### config.mk
export PLATFORM = sky130hd
export DESIGN_NAME = aux_addr_gen
export DESIGN_NICKNAME = d
export VERILOG_FILES = /design/src/rtl/aux_addr_pkg.sv /design/src/rtl/aux_addr_decode.sv /design/src/rtl/aux_addr_mux.sv /design/src/rtl/aux_addr_step.sv /design/src/rtl/aux_addr_gen.sv
export SDC_FILE = /design/constraint.sdc
export NUM_CORES = 1
export LEC_CHECK = 0
export CORE_ASPECT_RATIO = 0.8
export CORE_MARGIN = 8
export CORE_UTILIZATION = 65
export CTS_CLUSTER_SIZE = 25
export DETAILED_ROUTE_END_ITERATION = 6
export DONT_BUFFER_PORTS = 1
export PLACE_DENSITY = 0.81
export RECOVER_POWER = 25
export SLEW_MARGIN = 0
export SYNTH_ARGS = -nofsm -noshare
export SYNTH_HDL_FRONTEND = slang
export SYNTH_SLANG_ARGS = --single-unit
export TNS_END_PERCENT = 10
### constraint.sdc
create_clock -name clk -period 5.2 [get_ports clk]
set_input_delay 0.52 -clock clk [delete_from_list [all_inputs] [get_ports clk]]
set_output_delay 0.52 -clock clk [all_outputs]
set_load 0.03 [all_outputs]
### src/rtl/aux_addr_pkg.sv
package aux_addr_pkg;

    localparam int LOW_W = 8;

    typedef enum logic [2:0] {
        OP_ACCESS   = 3'd0,
        OP_LOAD_AR  = 3'd1,
        OP_STAT_ST  = 3'd2,
        OP_STAT_LD  = 3'd3,
        OP_MODIFY   = 3'd4,
        OP_LOAD_IMM = 3'd5,
        OP_NONE6    = 3'd6,
        OP_NONE7    = 3'd7
    } op_kind_e;

    typedef struct packed {
        logic             mem_en;
        logic             indirect;
        logic             fixed_page;
        logic             modify;
        logic             inc;
        logic             dec;
        logic             ptr_load;
        logic             ptr_val;
        logic             ar_load;
        logic             imm_load;
        logic [LOW_W-2:0] offset;
    } ctrl_t;

    function automatic logic touches_memory(op_kind_e k);
        return (k == OP_ACCESS) || (k == OP_LOAD_AR) ||
               (k == OP_STAT_ST) || (k == OP_STAT_LD);
    endfunction

    function automatic logic uses_indirect(op_kind_e k);
        return touches_memory(k) || (k == OP_MODIFY);
    endfunction

    function automatic logic holds_pointer(op_kind_e k);
        return (k == OP_STAT_ST) || (k == OP_STAT_LD);
    endfunction

endpackage

### src/rtl/aux_addr_decode.sv
module aux_addr_decode
    import aux_addr_pkg::*;
(
    input  logic             op_valid,
    input  logic [2:0]       op_kind,
    input  logic [LOW_W-1:0] instr_lo,
    input  logic             arp,
    input  logic             ld_sel,
    output ctrl_t            ctrl
);
    op_kind_e kind;
    logic     active_ind;
    logic     same_target;

    always_comb begin
        kind        = op_kind_e'(op_kind);
        active_ind  = op_valid && instr_lo[7] && uses_indirect(kind);
        same_target = (kind == OP_LOAD_AR) && (ld_sel == arp);

        ctrl            = '0;
        ctrl.mem_en     = op_valid && touches_memory(kind);
        ctrl.indirect   = instr_lo[7];
        ctrl.fixed_page = (kind == OP_STAT_ST);
        ctrl.inc        = instr_lo[5];
        ctrl.dec        = instr_lo[4];
        ctrl.modify     = active_ind && (instr_lo[5] || instr_lo[4]) && !same_target;
        ctrl.ptr_load   = active_ind && !instr_lo[3] && !holds_pointer(kind);
        ctrl.ptr_val    = instr_lo[0];
        ctrl.ar_load    = op_valid && (kind == OP_LOAD_AR);
        ctrl.imm_load   = op_valid && (kind == OP_LOAD_IMM);
        ctrl.offset     = instr_lo[LOW_W-2:0];
    end
endmodule

### src/rtl/aux_addr_mux.sv
module aux_addr_mux #(
    parameter int ADDR_W = 8
) (
    input  logic              indirect,
    input  logic              fixed_page,
    input  logic              page_bit,
    input  logic [ADDR_W-2:0] offset,
    input  logic [ADDR_W-1:0] sel_low,
    output logic [ADDR_W-1:0] addr
);
    logic page_eff;

    always_comb begin
        page_eff = fixed_page ? 1'b1 : page_bit;
        addr     = indirect ? sel_low : {page_eff, offset};
    end
endmodule

### src/rtl/aux_addr_step.sv
module aux_addr_step #(
    parameter int AR_W  = 16,
    parameter int MOD_W = 9
) (
    input  logic [AR_W-1:0] cur,
    input  logic            inc,
    input  logic            dec,
    output logic [AR_W-1:0] nxt
);
    localparam int PAD_W = MOD_W - 1;

    logic [MOD_W-1:0] low;

    always_comb begin
        low = cur[MOD_W-1:0] + {{PAD_W{1'b0}}, inc} - {{PAD_W{1'b0}}, dec};
        nxt = {cur[AR_W-1:MOD_W], low};
    end
endmodule

### src/rtl/aux_addr_gen.sv
module aux_addr_gen
    import aux_addr_pkg::*;
#(
    parameter int AR_W  = 16,
    parameter int MOD_W = 9
) (
    input  logic             clk,
    input  logic             rst,
    input  logic             op_valid,
    input  logic [2:0]       op_kind,
    input  logic [LOW_W-1:0] instr_lo,
    input  logic             page_bit,
    input  logic             ld_sel,
    input  logic [AR_W-1:0]  ld_data,
    output logic [LOW_W-1:0] mem_addr,
    output logic             mem_en,
    output logic [AR_W-1:0]  ar0_q,
    output logic [AR_W-1:0]  ar1_q,
    output logic             arp_q
);
    localparam int NUM_AR = 2;
    localparam int ADDR_W = LOW_W;
    localparam int IMM_PAD = AR_W - LOW_W;

    ctrl_t           ctrl;
    logic [AR_W-1:0] ar_q    [NUM_AR];
    logic [AR_W-1:0] stepped [NUM_AR];
    logic [ADDR_W-1:0] sel_low;

    aux_addr_decode u_decode (
        .op_valid (op_valid),
        .op_kind  (op_kind),
        .instr_lo (instr_lo),
        .arp      (arp_q),
        .ld_sel   (ld_sel),
        .ctrl     (ctrl)
    );

    always_comb sel_low = ar_q[arp_q][ADDR_W-1:0];

    aux_addr_mux #(.ADDR_W(ADDR_W)) u_mux (
        .indirect   (ctrl.indirect),
        .fixed_page (ctrl.fixed_page),
        .page_bit   (page_bit),
        .offset     (ctrl.offset),
        .sel_low    (sel_low),
        .addr       (mem_addr)
    );

    assign mem_en = ctrl.mem_en;

    for (genvar g = 0; g < NUM_AR; g++) begin : g_ar
        aux_addr_step #(.AR_W(AR_W), .MOD_W(MOD_W)) u_step (
            .cur (ar_q[g]),
            .inc (ctrl.inc),
            .dec (ctrl.dec),
            .nxt (stepped[g])
        );

        always_ff @(posedge clk) begin
            if (rst) begin
                ar_q[g] <= '0;
            end else if (ctrl.ar_load && (ld_sel == 1'(g))) begin
                ar_q[g] <= ld_data;
            end else if (ctrl.imm_load && (ld_sel == 1'(g))) begin
                ar_q[g] <= {{IMM_PAD{1'b0}}, instr_lo};
            end else if (ctrl.modify && (arp_q == 1'(g))) begin
                ar_q[g] <= stepped[g];
            end
        end
    end

    always_ff @(posedge clk) begin
        if (rst) arp_q <= 1'b0;
        else if (ctrl.ptr_load) arp_q <= ctrl.ptr_val;
    end

    assign ar0_q = ar_q[0];
    assign ar1_q = ar_q[1];

    a_r3_indirect_addr: assert property (@(posedge clk) disable iff (rst)
        (mem_en && instr_lo[7]) |-> (mem_addr == (arp_q ? ar1_q[ADDR_W-1:0] : ar0_q[ADDR_W-1:0])));

    a_r4_upper_kept: assert property (@(posedge clk) disable iff (rst)
        (op_valid && (op_kind inside {3'd0, 3'd2, 3'd3, 3'd4}))
        |=> (ar0_q[AR_W-1:MOD_W] == $past(ar0_q[AR_W-1:MOD_W]) &&
             ar1_q[AR_W-1:MOD_W] == $past(ar1_q[AR_W-1:MOD_W])));

    a_r5_ptr_hold: assert property (@(posedge clk) disable iff (rst)
        (op_valid && instr_lo[3]) |=> (arp_q == $past(arp_q)));

    a_r7_page_one: assert property (@(posedge clk) disable iff (rst)
        (op_valid && op_kind == 3'd2 && !instr_lo[7]) |-> mem_addr[ADDR_W-1]);

    a_r8_stat_ld_ptr: assert property (@(posedge clk) disable iff (rst)
        (op_valid && op_kind == 3'd3) |=> $stable(arp_q));

    a_r9_no_mem: assert property (@(posedge clk) disable iff (rst)
        (op_valid && op_kind == 3'd4) |-> !mem_en);

    a_r11_idle_no_mem: assert property (@(posedge clk) disable iff (rst)
        !op_valid |-> !mem_en);

    a_r11_idle_hold: assert property (@(posedge clk) disable iff (rst)
        !op_valid |=> ($stable(ar0_q) && $stable(ar1_q) && $stable(arp_q)));

endmodule

==> results of run 1 <==
[worst reg2reg max path: stages (launching register included)]
cell,delay [ns]
edfxtp_1,0.57
inv_1,0.09
ha_1,0.28
inv_1,0.05
ha_1,0.17
inv_1,0.06
fa_1,0.40
nor2b_1,0.17
o31a_1,0.21
o22ai_1,0.13
xnor2_1,0.21
o21ai_0,0.10
[report_power, final]
group          internal [uW]  switching, uW
Clock                   91.9           92.7
Sequential               318           47.8
Combinational           55.8           84.0
[state kept, by name, indices dropped and copies added, names as in the netlist, named ones only]
name / cells
ar_q: 32
arp_q: 1
[stage by stage]
stage               setup WS [ns]  hold WS (ns)  area (sq um)  util, %
finish                       2.50         0.307          2550     68.8
global placement             2.56         0.610          2470     66.6
detailed placement           2.53         0.610          2470     66.6
global route                 2.33         0.309          2550     68.8
CTS                          2.48         0.314          2550     68.8
floorplan                    2.83         0.601          2430        -
[routing by layer]
layer | global-route usage (%) | up-vias | wire [um]
met5 | 0 | - | 0
met2 | 31.4 | 109 | 2680
met1 | 27.7 | 869 | 2580
met4 | 4.92 | 0 | 70
met3 | 7.87 | 9 | 773
li1 | - | 885 | -
[placed cells by master (no fill, tap or decap), types with 2 or more instances in the layout]
cell type,n
a211oi_1,4
a21o_1,3
a21oi_1,15
a22oi_1,14
and2_1,14
clkbuf_8,5
dfxtp_1,2
edfxtp_1,32
fa_1,2
ha_1,18
inv_1,27
mux2i_1,13
nand2_1,5
nand2b_1,4
nor2_1,13
nor2b_1,3
nor3_1,3
nor3_2,2
o211ai_1,3
o21a_1,4
o21ai_0,19
o22ai_1,2
o31ai_1,3
xnor2_1,4
xor2_1,11
[worst max path at each step]
stage,start,endpoint,slack (ns),cells past startpoint
after floorplan,ar_q[1][0]$_SDFFCE_PN0P_,ar_q[1][8]$_SDFFCE_PN0P_,2.83,11
after detailed placement,ar_q[0][0]$_DFFE_PP_,ar_q[0][8]$_DFFE_PP_,2.53,11
after global placement,ar_q[0][0]$_DFFE_PP_,ar_q[0][8]$_DFFE_PP_,2.56,11
final,ar_q[0][0]$_DFFE_PP_,ar_q[0][8]$_DFFE_PP_,2.50,11
after CTS,ar_q[0][0]$_DFFE_PP_,ar_q[0][8]$_DFFE_PP_,2.48,11
after global routing,ar_q[0][0]$_DFFE_PP_,ar_q[0][8]$_DFFE_PP_,2.33,11
[area by class of cell]
cell class	count	share of cell area [%]
clock buffer	6	2.85
clock inverter	2	0.344
inverter	27	3.98
multi-input combinational	174	51.4
sequential	34	39.3
tap	44	2.16
[cells by family after synthesis]
kind of cell / after synthesis / synth area share, %
flops: 34 / 41.1
buf+inv: 33 / 5.14
mux: 13 / 5.34
fa+ha+maj: 20 / 10.9
compound gates: 72 / 18.9
simple gates: 54 / 13.3
xor+xnor: 15 / 5.40
==> qor.yml, run 1 <==
routing:
  wl_per_cell_um: 21.3
  drc: 0
  via_count: 1872
  routed_wirelength_um: 6100
  ant_nets: 0
  firstDrtPassIters: 4
  avgViaCountPerCell: 6.52
  drtIter0Drc: 176
floorplanning:
  die-area_sq_um: 5970
  core.rowCount: 20
  floorplan.initialDensity_pct: 65.7
  die_h_um: 70.7
  coreArea_sq_um: 3700
  num_io_pins: 74
  die_w_um: 84.4
worst_setup_path:
  crit_type: "reg2reg"
  start_kind: "flop"
  crit_required_ns: 5.23
  r2r_slack_ns: 2.50
  crit_chain: "inv_1, ha_1, inv_1, ha_1, inv_1, fa_1, nor2b_1, o31a_1, o22ai_1, xnor2_1, o21ai_0"
  r2r_cells: 11
  cpMaxStageDelayCell: "edfxtp_1"
  crit_family: "adder cells"
  worst-path-buf-inv: 3
  cp_max_fo: 3
  r2r_end: "ar_q[0][8]$_DFFE_PP_"
  arrival_ns: 2.73
  slowest_delay_ns: 0.57
  cp-end-kind: "flop"
  crit_top_cell: "inv_1"
  r2r-start: "ar_q[0][0]$_DFFE_PP_"
cts:
  ctsHoldBuffers: 0
  cts_buffers: 5
  numClockSinks: 34
  cts-root-buf: "clkbuf_8"
  clk_pin_slew_ns: 0.07
  htreeDepth: 2
  clockBufferDepth: 2
  tritoncts: "done"
  post_cts_resized: 0
  clk_latency_ns: 0.29
  post_cts_buffers: 0
sta:
  period_share_pct: 51.9
  skew_ns: 0.00584
  worst_slew_pin_slew_ns: 0.840
  slew_headroom_pct: 43.9
  hold_violations: 0
  grt_setup_unrepaired: "no"
  slew_violations: 0
  finalSetupViolCount: 0
  fin_tns_setup_ns: 0
  fmax_mhz: 371
  fin_crit_ns: 2.70
grt:
  overflow: 0
  grt_antenna_before_repair: 0
  track_usage_pct: 20.9
  grt_pass1_vias: 1824
  grt_pass1_wl_um: 9830
  grt_max_degree: 19
min_path:
  min_to: "arp_q$_SDFFE_PP0P_"
  whs_path_depth: 1
  worstHoldPathType: "in2reg"
  min_from: "rst"
synth:
  synth_edf_count: 32
  yosys.area.top_type: "edfxtp_1"
  synthFlopType: "edfxtp_1"
  synth_fp_nets: 293
  ys_ff_latch: 34
  synth_commonest_cells: "edfxtp_1, inv_1, o21ai_0"
  syn_inst: 241
  yosysSeqAreaShare_pct: 41.1
  yosysMostFrequentCell: "edfxtp_1"
  post_synth.cell_area_avg_sq_um: 10.1
  synth_warnings: 0
  synthArstFlopShare_pct: 0
  synth.distinct_cells: 42
  synth_area_leaders: "edfxtp_1, ha_1, mux2i_1"
  synth_top_area_share_pct: 39.5
  syn_area_sq_um: 2430
power_and_ir_drop:
  cellPowerDensity_nw_per_um2: 271
  irDropWorstVdd_mv: 0.172
  leakage_uw: 0.000991
  p_total_uw: 690
placed_design:
  routabilityCongestion: 0.887
  portBuffers: 0
  dpl.hpwl_um: 4850
  dpl.cell_count: 279
run:
  max_cap_viol_count: 0
cells_and_area:
  multi_input_area_sq_um: 1310
  register_area_sq_um: 1000
  syn_to_final_growth_pct: 4.62
  antenna_cells: 0
  drive_gt1_share_pct: 4.94
  n_fill_cell: 296
  stdcell_count: 287
  nNetsFinal: 294
outcome:
  outcome: "finished clean"
No activity file was read; power rests on OpenSTA's default activity.
==> run 2: changes to the inputs <==
--- a/config.mk
+++ b/config.mk
@@ -7,11 +7,11 @@
 export LEC_CHECK = 0
 export CORE_ASPECT_RATIO = 0.8
 export CORE_MARGIN = 8
-export CORE_UTILIZATION = 65
+export CORE_UTILIZATION = 57
 export CTS_CLUSTER_SIZE = 25
 export DETAILED_ROUTE_END_ITERATION = 6
 export DONT_BUFFER_PORTS = 1
-export PLACE_DENSITY = 0.81
+export PLACE_DENSITY = 0.75
 export RECOVER_POWER = 25
 export SLEW_MARGIN = 0
 export SYNTH_ARGS = -nofsm -noshare
==> constraint.sdc (replaced) <==
create_clock -name clk -period 2.2 [get_ports clk]
set_input_delay 0.22 -clock clk [delete_from_list [all_inputs] [get_ports clk]]
set_output_delay 0.22 -clock clk [all_outputs]
set_load 0.03 [all_outputs]
==> qor.yml, run 2 (synthesis results as in run 1) <==
power_and_ir_drop:
  combPwrFrac_pct: 23.5
  p_sw_share_pct: 29.0
  cellPowerDensity_nw_per_um2: 674
  intPower_uw: 1400
  leakage_uw: 0.00119
  power_frac_clock_pct: 35.2
  power.switching_uw: 572
  seq_power_share_pct: 41.4
  irDropWorstVdd_mv: 0.333
  p_total_uw: 1970
run:
  max_cap_viol_count: 0
min_path:
  min_from: "rst"
  min_to: "arp_q$_SDFFE_PP0P_"
  worstHoldPathType: "in2reg"
  whs_path_depth: 1
sta:
  finalSetupViolCount: 2
  slew_headroom_pct: 17.1
  worst_slack_ns: -0.0618
  skew_ns: 0.00256
  fmax_mhz: 442
  hold_violations: 0
  period_share_pct: 103
  grt_setup_unrepaired: "yes"
  fin_crit_ns: 2.26
  worst_slew_pin_slew_ns: 1.23
  slew_violations: 0
routing:
  met3WireLength_um: 770
  avgViaCountPerCell: 5.90
  top_layer_used: "met4"
  via_count: 1984
  wl_per_cell_um: 19.5
  drc: 0
  drtIter0Drc: 137
  firstDrtPassIters: 4
  routed_wirelength_um: 6550
  wl_met2_um: 2970
  wl_met1_um: 2710
  ant_nets: 0
cells_and_area:
  multi_input_area_sq_um: 1350
  syn_to_final_growth_pct: 20.3
  layout_commonest_cell: "buf_4"
  largestRegisters: "ar_q (32), arp_q (1)"
  largest_reg_flops: 32
  antenna_cells: 0
  register_area_sq_um: 1000
  largest_register: "ar_q"
  n_fill_cell: 319
  nNetsFinal: 330
  layout_common_cells: "buf_4, edfxtp_1, inv_1"
  drive_gt1_share_pct: 21.1
worst_setup_path:
  slowest_delay_ns: 0.38
  r2r_cells: 11
  crit_required_ns: 2.23
  start_kind: "flop"
  r2r_end: "ar_q[0][6]$_DFFE_PP_"
  cp_max_fo: 3
  r2r_slack_ns: -0.06
  cp-end-kind: "flop"
  cpMaxStageDelayCell: "edfxtp_1"
  crit_type: "reg2reg"
  crit_family: "adder cells"
  worst-path-buf-inv: 3
  crit_chain: "inv_1, ha_1, inv_1, ha_2, inv_2, fa_2, nor2b_2, o31a_1, o21a_1, o21a_1, o31ai_1"
  arrival_ns: 2.30
  r2r-start: "ar_q[0][0]$_DFFE_PP_"
cts:
  clockBufferDepth: 2
  ctsHoldBuffers: 0
  tritoncts: "done"
  cts-root-buf: "clkbuf_8"
  clk_pin_slew_ns: 0.07
  cts_buffers: 5
  clk_latency_ns: 0.29
  numClockSinks: 34
  htreeDepth: 2
grt:
  grt_max_degree: 19
  overflow: 0
  track_usage_pct: 20.5
  grt_pass1_vias: 2023
  grt_pass1_wl_um: 10200
  grt_antenna_before_repair: 0
placed_design:
  dpl.hpwl_um: 5100
  dpl_worst_slack_ns: -0.0728
  routabilityCongestion: 0.933
  portBuffers: 0
floorplanning:
  floorplan.initialDensity_pct: 58.6
  die_h_um: 74.5
  die_w_um: 89.1
  die-area_sq_um: 6630
  num_io_pins: 74
  core.rowCount: 21
  coreArea_sq_um: 4150
outcome:
  violations: "setup timing"
  outcome: "finished with violations"
[run 2: power by group through the flow]
stage                     registers, uW  logic [uW]  clock network, uW
final                               817         463                694
after global routing                822         504                726
after CTS                           817         453                700
after detailed placement            832         436                  0
after global placement              831         426                  0
after floorplan                     861         283                  0
[run 2: cell type report]
class | count | area share (%)
Tap cell | 57 | 2.43
Clock inverter | 3 | 2.35
Clock buffer | 5 | 2.35
Multi-Input combinational cell | 174 | 46.1
Inverter | 27 | 3.46
Timing Repair Buffer | 36 | 9.10
Sequential cell | 34 | 34.2
[run 2: timing repair]
| item | in CTS | in global routing |
|---|---|---|
| hold endpoints to repair | 0 | 0 |
| setup endpoints to repair | 6 | 7 |
| gates resized for setup | 6 | 5 |
| pin swaps | 1 | 5 |
| setup buffers | 1 | 0 |
[run 2: worst max-delay path by stage]
stage | to | slack [ns] | depth (start not counted) | from
floorplan | ar_q[0][6]$_DFFE_PP_ | -0.13 | 11 | ar_q[0][0]$_DFFE_PP_
detailed placement | ar_q[0][6]$_DFFE_PP_ | -0.07 | 11 | ar_q[0][0]$_DFFE_PP_
global route | ar_q[0][6]$_DFFE_PP_ | -0.17 | 11 | ar_q[0][0]$_DFFE_PP_
finish | ar_q[0][6]$_DFFE_PP_ | -0.06 | 11 | ar_q[0][0]$_DFFE_PP_
global placement | ar_q[0][6]$_DFFE_PP_ | -0.02 | 11 | ar_q[0][0]$_DFFE_PP_
CTS | ar_q[0][6]$_DFFE_PP_ | -0.04 | 11 | ar_q[0][0]$_DFFE_PP_
[run 2: layer usage]
metal | vias to the layer above | track usage, %
li1 | 955 | -
met1 | 927 | 24.7
met2 | 90 | 32.9
met3 | 12 | 8.83
met4 | 0 | 5.15
met5 | - | 0
[run 2: metrics by stage]
| step | instances | hold slack, ns | cell area (sq um) | setup TNS (ns) | util (%) |
|---|---|---|---|---|---|
| 2_1_floorplan | 241 | 0.301 | 2450 | -0.543 | - |
| 3_3_place_gp | 327 | 0.307 | 2760 | -0.0302 | 66.5 |
| 3_5_place_dp | 327 | 0.315 | 2760 | -0.209 | 66.5 |
| 4_1_cts | 336 | 0.00689 | 2930 | -0.0655 | 70.6 |
| 5_1_grt | 336 | 0.00123 | 2930 | -0.706 | 70.6 |
| 6_report | 336 | 0.0104 | 2930 | -0.0727 | 70.6 |
